**config.mk**
```make
export PLATFORM = sky130hd
export DESIGN_NAME = ddr_rd_gate_timer
export DESIGN_NICKNAME = d
export VERILOG_FILES = /design/src/rtl/ddr_gate_pkg.sv /design/src/rtl/ddr_gate_decode.sv /design/src/rtl/ddr_gate_wheel.sv /design/src/rtl/ddr_rd_gate_timer.sv
export SDC_FILE = /design/constraint.sdc
export NUM_CORES = 1
export LEC_CHECK = 0
export ABC_AREA = 0
export BUFFER_PORTS_ARGS = -buffer_cell sky130_fd_sc_hd__buf_2
export CAP_MARGIN = 25
export CORE_ASPECT_RATIO = 1.1
export CORE_MARGIN = 8
export CORE_UTILIZATION = 50
export CTS_CLUSTER_SIZE = 20
export DETAILED_ROUTE_END_ITERATION = 6
export GPL_TIMING_DRIVEN = 0
export PLACE_DENSITY_LB_ADDON = 0.05
export SLEW_MARGIN = 15
export SYNTH_ARGS = -nofsm -noshare
export SYNTH_HDL_FRONTEND = slang
export SYNTH_HIERARCHICAL = 1
export SYNTH_SLANG_ARGS = --single-unit
```
**constraint.sdc**
```tcl
create_clock -name clk -period 4.4 [get_ports clk]
set_clock_uncertainty 0.05 [all_clocks]
set_input_delay 0.66 -clock clk [delete_from_list [all_inputs] [get_ports clk]]
set_output_delay 0.66 -clock clk [all_outputs]
set_load 0.005 [all_outputs]
```
**src/rtl/ddr_gate_pkg.sv**
```systemverilog
package ddr_gate_pkg;
  localparam int CTRL_W        = 32;
  localparam int SLOTS_PER_CYC = 2;

  // Round a slot count up to a whole number of clock cycles.
  function automatic int even_up(input int v);
    return v + (v % SLOTS_PER_CYC);
  endfunction
endpackage

```
**src/rtl/ddr_gate_decode.sv**
```systemverilog
module ddr_gate_decode #(
  parameter int CL_W         = 4,
  parameter int HC_W         = 4,
  parameter int HC_LEGAL_MAX = 13,
  parameter int SLOT_W       = 6
) (
  input  logic [CL_W-1:0]   cas_lat,
  input  logic [HC_W-1:0]   hc_code,
  output logic [SLOT_W-1:0] start_slot,
  output logic              reserved
);
  logic [HC_W-1:0]   hc_eff;
  logic [SLOT_W-1:0] base_cyc;

  always_comb begin
    reserved = (int'(hc_code) > HC_LEGAL_MAX);
    hc_eff   = reserved ? HC_W'(HC_LEGAL_MAX) : hc_code;
    // preamble: strobe leaves high-Z one cycle before CAS latency
    base_cyc = (cas_lat == '0) ? '0 : (SLOT_W'(cas_lat) - SLOT_W'(1));
    start_slot = (base_cyc << 1) + SLOT_W'(hc_eff);
  end
endmodule

```
**src/rtl/ddr_gate_wheel.sv**
```systemverilog
module ddr_gate_wheel
  import ddr_gate_pkg::*;
#(
  parameter int WHEEL_W     = 50,
  parameter int SLOT_W      = 6,
  parameter int BURST_SLOTS = 8
) (
  input  logic                     clk,
  input  logic                     rst,
  input  logic                     load,
  input  logic [SLOT_W-1:0]        start_slot,
  output logic [SLOTS_PER_CYC-1:0] cur_slots
);
  logic [WHEEL_W-1:0] wheel_q;
  logic [WHEEL_W-1:0] new_win;

  // Window mask: slots start_slot .. start_slot+BURST_SLOTS-1
  always_comb begin
    for (int j = 0; j < WHEEL_W; j++) begin
      new_win[j] = (j >= int'(start_slot)) && (j < int'(start_slot) + BURST_SLOTS);
    end
  end

  // Bit j of the wheel is the slot j half-cycles from the current cycle start.
  always_ff @(posedge clk) begin
    if (rst) begin
      wheel_q <= '0;
    end else begin
      wheel_q <= (wheel_q >> SLOTS_PER_CYC) | (load ? new_win : '0);
    end
  end

  assign cur_slots = wheel_q[SLOTS_PER_CYC-1:0];
endmodule

```
**src/rtl/ddr_rd_gate_timer.sv**
```systemverilog
module ddr_rd_gate_timer
  import ddr_gate_pkg::*;
#(
  parameter int CL_W         = 4,
  parameter int HC_W         = 4,
  parameter int FINE_W       = 7,
  parameter int HC_LSB       = 24,
  parameter int FINE_LSB     = 16,
  parameter int HC_LEGAL_MAX = 13,
  parameter int BURST_CYC    = 4
) (
  input  logic              clk,
  input  logic              rst,
  input  logic              rd_cmd,
  input  logic [CL_W-1:0]   cas_lat,
  input  logic [CTRL_W-1:0] gate_ctrl,
  output logic              gate_even,
  output logic              gate_odd,
  output logic [FINE_W-1:0] fine_code,
  output logic              cfg_err
);
  localparam int BURST_SLOTS = BURST_CYC * SLOTS_PER_CYC;
  localparam int MAX_BASE    = (1 << CL_W) - 2;
  localparam int WHEEL_W     = even_up(SLOTS_PER_CYC * MAX_BASE + HC_LEGAL_MAX + BURST_SLOTS);
  localparam int SLOT_W      = $clog2(WHEEL_W);

  logic [HC_W-1:0]          hc_field;
  logic [FINE_W-1:0]        fine_field;
  logic [SLOT_W-1:0]        start_slot;
  logic                     hc_reserved;
  logic [SLOTS_PER_CYC-1:0] cur_slots;

  assign hc_field   = gate_ctrl[HC_LSB +: HC_W];
  assign fine_field = gate_ctrl[FINE_LSB +: FINE_W];

  ddr_gate_decode #(
    .CL_W(CL_W), .HC_W(HC_W), .HC_LEGAL_MAX(HC_LEGAL_MAX), .SLOT_W(SLOT_W)
  ) u_dec (
    .cas_lat    (cas_lat),
    .hc_code    (hc_field),
    .start_slot (start_slot),
    .reserved   (hc_reserved)
  );

  ddr_gate_wheel #(
    .WHEEL_W(WHEEL_W), .SLOT_W(SLOT_W), .BURST_SLOTS(BURST_SLOTS)
  ) u_wheel (
    .clk        (clk),
    .rst        (rst),
    .load       (rd_cmd),
    .start_slot (start_slot),
    .cur_slots  (cur_slots)
  );

  assign gate_even = cur_slots[0];
  assign gate_odd  = cur_slots[1];

  always_ff @(posedge clk) begin
    if (rst) begin
      fine_code <= '0;
      cfg_err   <= 1'b0;
    end else begin
      if (rd_cmd) fine_code <= fine_field;
      cfg_err <= cfg_err | hc_reserved;
    end
  end
endmodule

```
# After elaboration in Yosys (flattened, before gate mapping)
# Cells that the tools add are included.
op_classes:
  muxes: 3
  bitwise_logic: 2
  add_sub_neg: 3
  magnitude_cmp: 101
  n_reduce_logical: 51
op_table:
  columns: ["operator", "n"]
  rows:
  - ["$lt 7x32->1 const A", 18]
  - ["$lt 6x32->1 const A", 16]
  - ["$lt 5x32->1 const A", 8]
  - ["$lt 4x32->1 const A", 4]
  - ["$ge 6x6->1 const A", 18]
  - ["$ge 5x6->1 const A", 16]
  - ["$lt 3x32->1 const A", 2]
  - ["$logic_and 1x1->1", 50]
  - ["$mux 50", 1]
  - ["$or 48x50->50", 1]
  - ["$ge 4x6->1 const A", 8]
  - ["$lt 1x32->1 const A", 1]
  - ["$lt 2x32->1 const A", 1]
  - ["$ge 3x6->1 const A", 4]
  - ["$ge 1x6->1 const A", 2]
  - ["$ge 2x6->1 const A", 2]
  - ["$add 6x4->7 const B", 1]
  - ["$add 6x4->6", 1]
  - ["$mux 5", 1]
  - ["$sub 4x1->5 const B", 1]
  - ["$gt 4x4->1 const B", 1]
  - ["$logic_not 4->1", 1]
  - ["$mux 4", 1]
  - ["$or 1x1->1", 1]
word_totals:
  elab_cells: 163
  input_bits: 39
  out_inout_bits: 10
  reg_bits: 58

# Depth between registers and ports, before layout
logic_depth:
  word_depth: 8
  ltp_mapped: 18
  mapped_depth_nobuf: 15

# Hierarchy
# Netlist, hierarchy kept.
modules_own_cells:
  columns: ["module", "seq_area_each_um2", "n_inst", "area_each_um2", "cells_per_inst"]
  rows:
  - ["ddr_gate_wheel", 1001.0, 1, 2598.7, 330]
  - ["ddr_rd_gate_timer", 160.2, 1, 280.3, 26]
  - ["ddr_gate_decode", 0.0, 1, 244.0, 31]

# Worst setup path before layout
# OpenSTA, ideal clock, no wires.
synth_timing:
  path_kind: "in2reg"
  startpoint: "input cas_lat[0]"
  endpoint: "register u_wheel.wheel_q[17]"
  slack_ns: 0.456
  n_path_buf: 3
  setup_ns: 0.070
  arrival_ns: 3.823
  path_stages: 18
  t_required_ns: 4.280
  path_cell_list: "inv_1 -> ha_1 -> nor2b_1 -> and2b_2 -> nor2_1 -> ha_1 -> a21o_1 -> a21oi_1 -> xor2_1 -> buf_4 -> clkinv_1 -> ha_1 -> buf_2 -> nor2_1 -> nor2_1 -> buf_2 -> o221ai_1 -> a21oi_1"
synth_via:
  elab_chain_cells: 8
  elab_cells_between_ends: 10
  classes_between: "add/sub (3); order compare (2); mux (2); bitwise (1); reduce/logical (2)"
synth_lines:
  columns: ["element", "line_no", "source"]
  rows:
  - ["from (decl)", "ddr_rd_gate_timer.sv:15", "input logic [CL_W-1:0] cas_lat,"]
  - ["$sub 4x1->5 / $logic_not 4->1 (equally long branches)", "ddr_gate_decode.sv:19", "base_cyc = (cas_lat == '0) ? '0 : (SLOT_W'(cas_lat) - SLOT_W'(1));"]
  - ["$mux 5 (*)", "ddr_gate_decode.sv:19", null]
  - ["$add 6x4->6 (*)", "ddr_gate_decode.sv:20", "start_slot = (base_cyc << 1) + SLOT_W'(hc_eff);"]
  - ["named net start_slot[4]", "ddr_rd_gate_timer.sv:29", "logic [SLOT_W-1:0] start_slot;"]
  - ["$add 6x4->7", "ddr_gate_wheel.sv:20", "new_win[j] = (j >= int'(start_slot)) && (j < int'(start_slot) + BURST_SLOTS);"]
  - ["$lt 6x32->1", "ddr_gate_wheel.sv:20", null]
  - ["$logic_and 1x1->1 (*)", "ddr_gate_wheel.sv:20", null]
  - ["$mux 50 (*)", "ddr_gate_wheel.sv:29", "wheel_q <= (wheel_q >> SLOTS_PER_CYC) | (load ? new_win : '0);"]
  - ["$or 48x50->50 (*)", "ddr_gate_wheel.sv:29", null]
  - ["to (signal assigned)", "ddr_gate_wheel.sv:29", null]
  - ["to (decl)", "ddr_gate_wheel.sv:14", "logic [WHEEL_W-1:0] wheel_q;"]
# Mark *: on every way through the listed nets, which the timed path passes. The rest lies on a longest branch.
# A chain may end at the register's enable or synchronous reset.

# Worst setup path after layout
layout_timing:
  startpoint: "input cas_lat[0]"
  endpoint: "register u_wheel.wheel_q[12]"
layout_via:
  elab_chain_cells: 8
  elab_cells_between_ends: 10
  classes_between: "add/sub (3); order compare (2); mux (2); bitwise (1); reduce/logical (2)"
layout_lines:
  columns: ["element", "line_no"]
  rows:
  - ["$sub 4x1->5 / $logic_not 4->1 (equally long branches)", "ddr_gate_decode.sv:19"]
  - ["$mux 5 (*)", "ddr_gate_decode.sv:19"]
  - ["$add 6x4->6 (*)", "ddr_gate_decode.sv:20"]
  - ["named net start_slot[3]", "ddr_rd_gate_timer.sv:29"]
  - ["$add 6x4->7", "ddr_gate_wheel.sv:20"]
  - ["$lt 5x32->1", "ddr_gate_wheel.sv:20"]
  - ["$logic_and 1x1->1 (*)", "ddr_gate_wheel.sv:20"]
  - ["$mux 50 (*)", "ddr_gate_wheel.sv:29"]
  - ["$or 48x50->50 (*)", "ddr_gate_wheel.sv:29"]
# Marks and branches as above.

==> results list <==
- Result of the run: finished clean
- The initial utilization of the core area, before any placement, comes to 51.04%.
- The first TritonRoute pass finished after 5 iterations.
- The final count of pins violating max slew is 0.
- Largest family of logic cells by synthesized area: compound AO/OA/AOI/OAI gates
* Count of input and output buffers: 26
- TritonCTS created 9 clock buffers.
- Signed area change from the synthesized netlist to the final layout: 15.22%
- Critical Path AT: 4400 ps
- Seq cells post-synth: 58
- In this design, the critical path's most frequently occurring cell is sky130_fd_sc_hd__ha_1.
- Worst-skew pair later-pin latency: 340 ps
- Averaged over all synthesized cells, the footprint is 8.070 um2.
* Count of nets left with antenna violations after detail routing: 0
- Fmax: 237.6 MHz
* Part of the cycle the worst path needs: 95.65%
* Worst VDD drop: 235.0 uV
- Congestion Overflow GR: 0
- For this design the top-level I/O count stands at 49.
- Of all nets on the critical path, the largest fanout is 10.
* CP Launch Type: input port
* Synth top area share: 37.18%
- Top flip-flop cell by instance count after synthesis: sky130_fd_sc_hd__dfxtp_1
- In this run the vertical extent of the chip is 98.89 um.
- Setup violations remaining at the end of the flow were counted as 0.
* Cell depth of the worst flop-to-flop path: 2
* Hold path cells: 2
* Biggest area contributors in the synthesized netlist: sky130_fd_sc_hd__dfxtp_1, sky130_fd_sc_hd__a21oi_1, sky130_fd_sc_hd__nor2_1
- Detailed placement ended at an HPWL of 6.762 mm.
* Reported max-cap violation count: 0
- Counting every instance in the synthesized netlist gives 387.
* Worst setup slack before clock tree synthesis: -472.4 ps
* Worst Hold Endpoint: u_wheel/wheel_q[36]
- DRC viols: 0
- List of cells traversed by the critical path: buf_2 -> inv_1 -> ha_1 -> nor2b_1 -> and2b_2 -> nor2_1 -> ha_1 -> fa_1 -> xor2_2 -> clkbuf_4 -> clkbuf_4 -> inv_1 -> ha_1 -> buf_2 -> clkbuf_1 -> nor3_1 -> o32ai_1
* Count of filler cells inserted in the layout: 580
- The worst setup path is captured at a flop.
* Cell leakage power: 1.440 nW
* Die Width: 91.36 um
- Clock tree from TritonCTS: yes
- Power density of the placed cells: 481.1 mW/mm2
- Part of the power in the clock network: 25.5%
- The synthesized netlist devotes 4.247% of its cell area to adder and majority cells.
- Largest net degree at the start of global routing: 12
- Count of standard-cell rows: 30
* Highest cell delay on the worst timing path: 510 ps
- Number of diodes: 0
- The worst register-to-register path has a setup slack of 3500 ps.
- Post-Synth Simple-Gate Area: 18.23%
* Proportion of synthesized chip area in sequential cells: 37.18%
* Total wire length after detailed routing: 9.445 mm
* Number of synthesized flops with an enable pin: 0
- Clock-pin slew on the worst setup and hold paths: 70 ps
- Power dissipated by switching net loads: 0.6794 mW
* Post-route setup slack: 191.5 ps
- Subtracting the final worst setup slack from the clock period gives 4208 ps.
- Multi-input gate area in the final layout: 0.001682 mm2
* # hold bufs at CTS: 0
* Critical setup path kind: in -> reg
* Layout cells sized above 1: 20.05%
- The synthesized netlist devotes 27.64% of its cell area to compound gates.
- Counting along the longest clock path gives a buffer depth of 2.
- Nets: 478
- Register area: 0.001161 mm2
- Count of clock tree sinks: 58
- At the worst endpoint, the required time is 4590 ps.
* Overall power after layout: 1.731 mW
- Final weighted congestion of routability-driven global placement: 0.9269
- First-pass GRT wire length: 15.72 mm
- The worst hold path belongs to the class reg -> reg.
* Switching Fraction: 39.24%
* Via-per-instance ratio: 6.027
- Cell area after placement: 0.003353 mm2
- Counting distinct cell types in the post-synthesis netlist gives 62.
* Synth warn: 6
* Cell at the root of the clock tree: sky130_fd_sc_hd__clkbuf_8
* FF-to-FF Start: u_wheel/wheel_q[43]
* Average wire per standard cell: 18.38 um
- Worst Max-Slew Pin Slew: 750.3 ps
* Share of synthesized registers carrying an async set or reset: 0%
* Core Box Area: 0.006118 mm2
- Iteration-0 DRC count of the detailed router: 341
- Crit Reg-Reg Endpoint: u_wheel/wheel_q[41]
- The cell area that synthesis handed to floorplanning was 0.003123 mm2.
- Worst-case headroom to the max-slew limit: 49.60%
* Relative contribution of sequential cells to total power: 36.6%
* Synth top cells by count: sky130_fd_sc_hd__dfxtp_1, sky130_fd_sc_hd__nor2_1, sky130_fd_sc_hd__a21oi_1
- The die covers 0.009034 mm2.
* Global Route Usage Sum: 21.74%
- Top-count cell post-synth: sky130_fd_sc_hd__dfxtp_1
- Summing the areas of all xor and xnor instances in the mapped netlist gives 0.8413% of the synthesized area.
- Number of global-route vias before repair: 3129
- Cell internal power was estimated by the tool at 1.052 mW.
- Logic pwr share: 37.9%
- After routing the design area is 0.003598 mm2.
* Total via count after detailed routing: 3098
- Maximum level of the CTS H-tree: 3
- The slowest stage of the critical path belongs to the cell sky130_fd_sc_hd__clkbuf_1.
- Portion of netlist area occupied by mux cells: 2.244%
* Initial antenna violation count: 0
- The total count of hold-check failures in the final report was 0.
* Net Count, Synth: 436
- The largest total area in the synthesized netlist belongs to sky130_fd_sc_hd__dfxtp_1.
- The worst hold path begins at u_wheel/wheel_q[38].
-- worst max-delay path by stage --
| stage | endpoint | from |
|---|---|---|
| after floorplan | u_wheel/wheel_q[17] | cas_lat[0] |
| after global placement | u_wheel/wheel_q[18] | cas_lat[0] |
| after detailed placement | u_wheel/wheel_q[18] | cas_lat[0] |
| after CTS | u_wheel/wheel_q[18] | cas_lat[0] |
| after global routing | u_wheel/wheel_q[21] | cas_lat[0] |
| final | u_wheel/wheel_q[12] | cas_lat[0] |
-- routing by layer --
layer | global-route usage, % | vias up | share of wire (%)
met1 | 27.12 | 1432 | 43
met4 | 11.48 | 0 | 2.9
met3 | 5.019 | 24 | 7.9
met2 | 33.97 | 178 | 46
met5 | 0 | - | 0
li1 | - | 1464 | -
-- through the flow --
step,cells,setup TNS [ps],util (%),hold WS (ps)
final,514,0,58.81,379.4
after global routing,514,-92.94,58.81,398.5
after CTS,509,0,57.87,377.5
after detailed placement,493,-8113,54.81,370.5
after global placement,493,-8839,54.81,365.8
after floorplan,387,0,-,360.0
-- what timing repair did --
action,CTS,global route
buffers inserted,0,5
pin swaps,0,3
resized for setup,2,6
endpoints found under the setup margin,10,23
-- power groups by stage --
stage / Combinational, mW / Sequential, mW / Clock [mW]
floorplan: 0.438 / 0.637 / 0
global placement: 0.602 / 0.643 / 0
detailed placement: 0.605 / 0.645 / 0
CTS: 0.610 / 0.634 / 0.451
global route: 0.709 / 0.643 / 0.481
finish: 0.656 / 0.634 / 0.441
-- sequential cells by signal (all words and copies together) (netlist names) --
register / cells
fine_code: 7
cfg_err: 1
u_wheel/wheel_q: 50
-- worst max-delay path: cells and delay by family --
family / cells / cell delay (ps)
xor+xnor: 1 / 240
compound gates: 1 / 270
buf+inv: 7 / 1560
simple gates: 4 / 520
fa+ha+maj: 4 / 1120
-- cell type report --
cell class | instances | area share (%)
multi-input combinational | 264 | 46.73
sequential | 58 | 32.27
buffer | 35 | 5.424
timing repair buffer | 31 | 4.659
clock buffer | 10 | 3.825
inverter | 30 | 3.164
tap | 80 | 2.782
clock inverter | 6 | 1.147
-- cell families after synthesis --
group / Yosys count
compound gates: 134
xor+xnor: 3
simple gates: 110
mux: 7
flops: 58
fa+ha+maj: 10
buf+inv: 65
-- cell usage in the layout, fill, tap and decap left out, types with 5 or more instances in the layout --
cell,instances
sky130_fd_sc_hd__o211ai_1,10
sky130_fd_sc_hd__o221ai_1,5
sky130_fd_sc_hd__nand2_1,11
sky130_fd_sc_hd__mux2i_1,7
sky130_fd_sc_hd__nor3_1,12
sky130_fd_sc_hd__o22ai_1,5
sky130_fd_sc_hd__o31ai_1,5
sky130_fd_sc_hd__nor2_1,46
sky130_fd_sc_hd__inv_1,28
sky130_fd_sc_hd__ha_1,9
sky130_fd_sc_hd__o21ai_0,23
sky130_fd_sc_hd__dfxtp_1,58
sky130_fd_sc_hd__a21o_1,6
sky130_fd_sc_hd__buf_2,35
sky130_fd_sc_hd__a21oi_1,40
sky130_fd_sc_hd__nor2b_1,6
sky130_fd_sc_hd__clkbuf_8,10
sky130_fd_sc_hd__clkbuf_1,14
sky130_fd_sc_hd__buf_4,12
sky130_fd_sc_hd__a31oi_1,5
sky130_fd_sc_hd__a211oi_1,10
No activity file was read; power rests on OpenSTA's default activity.
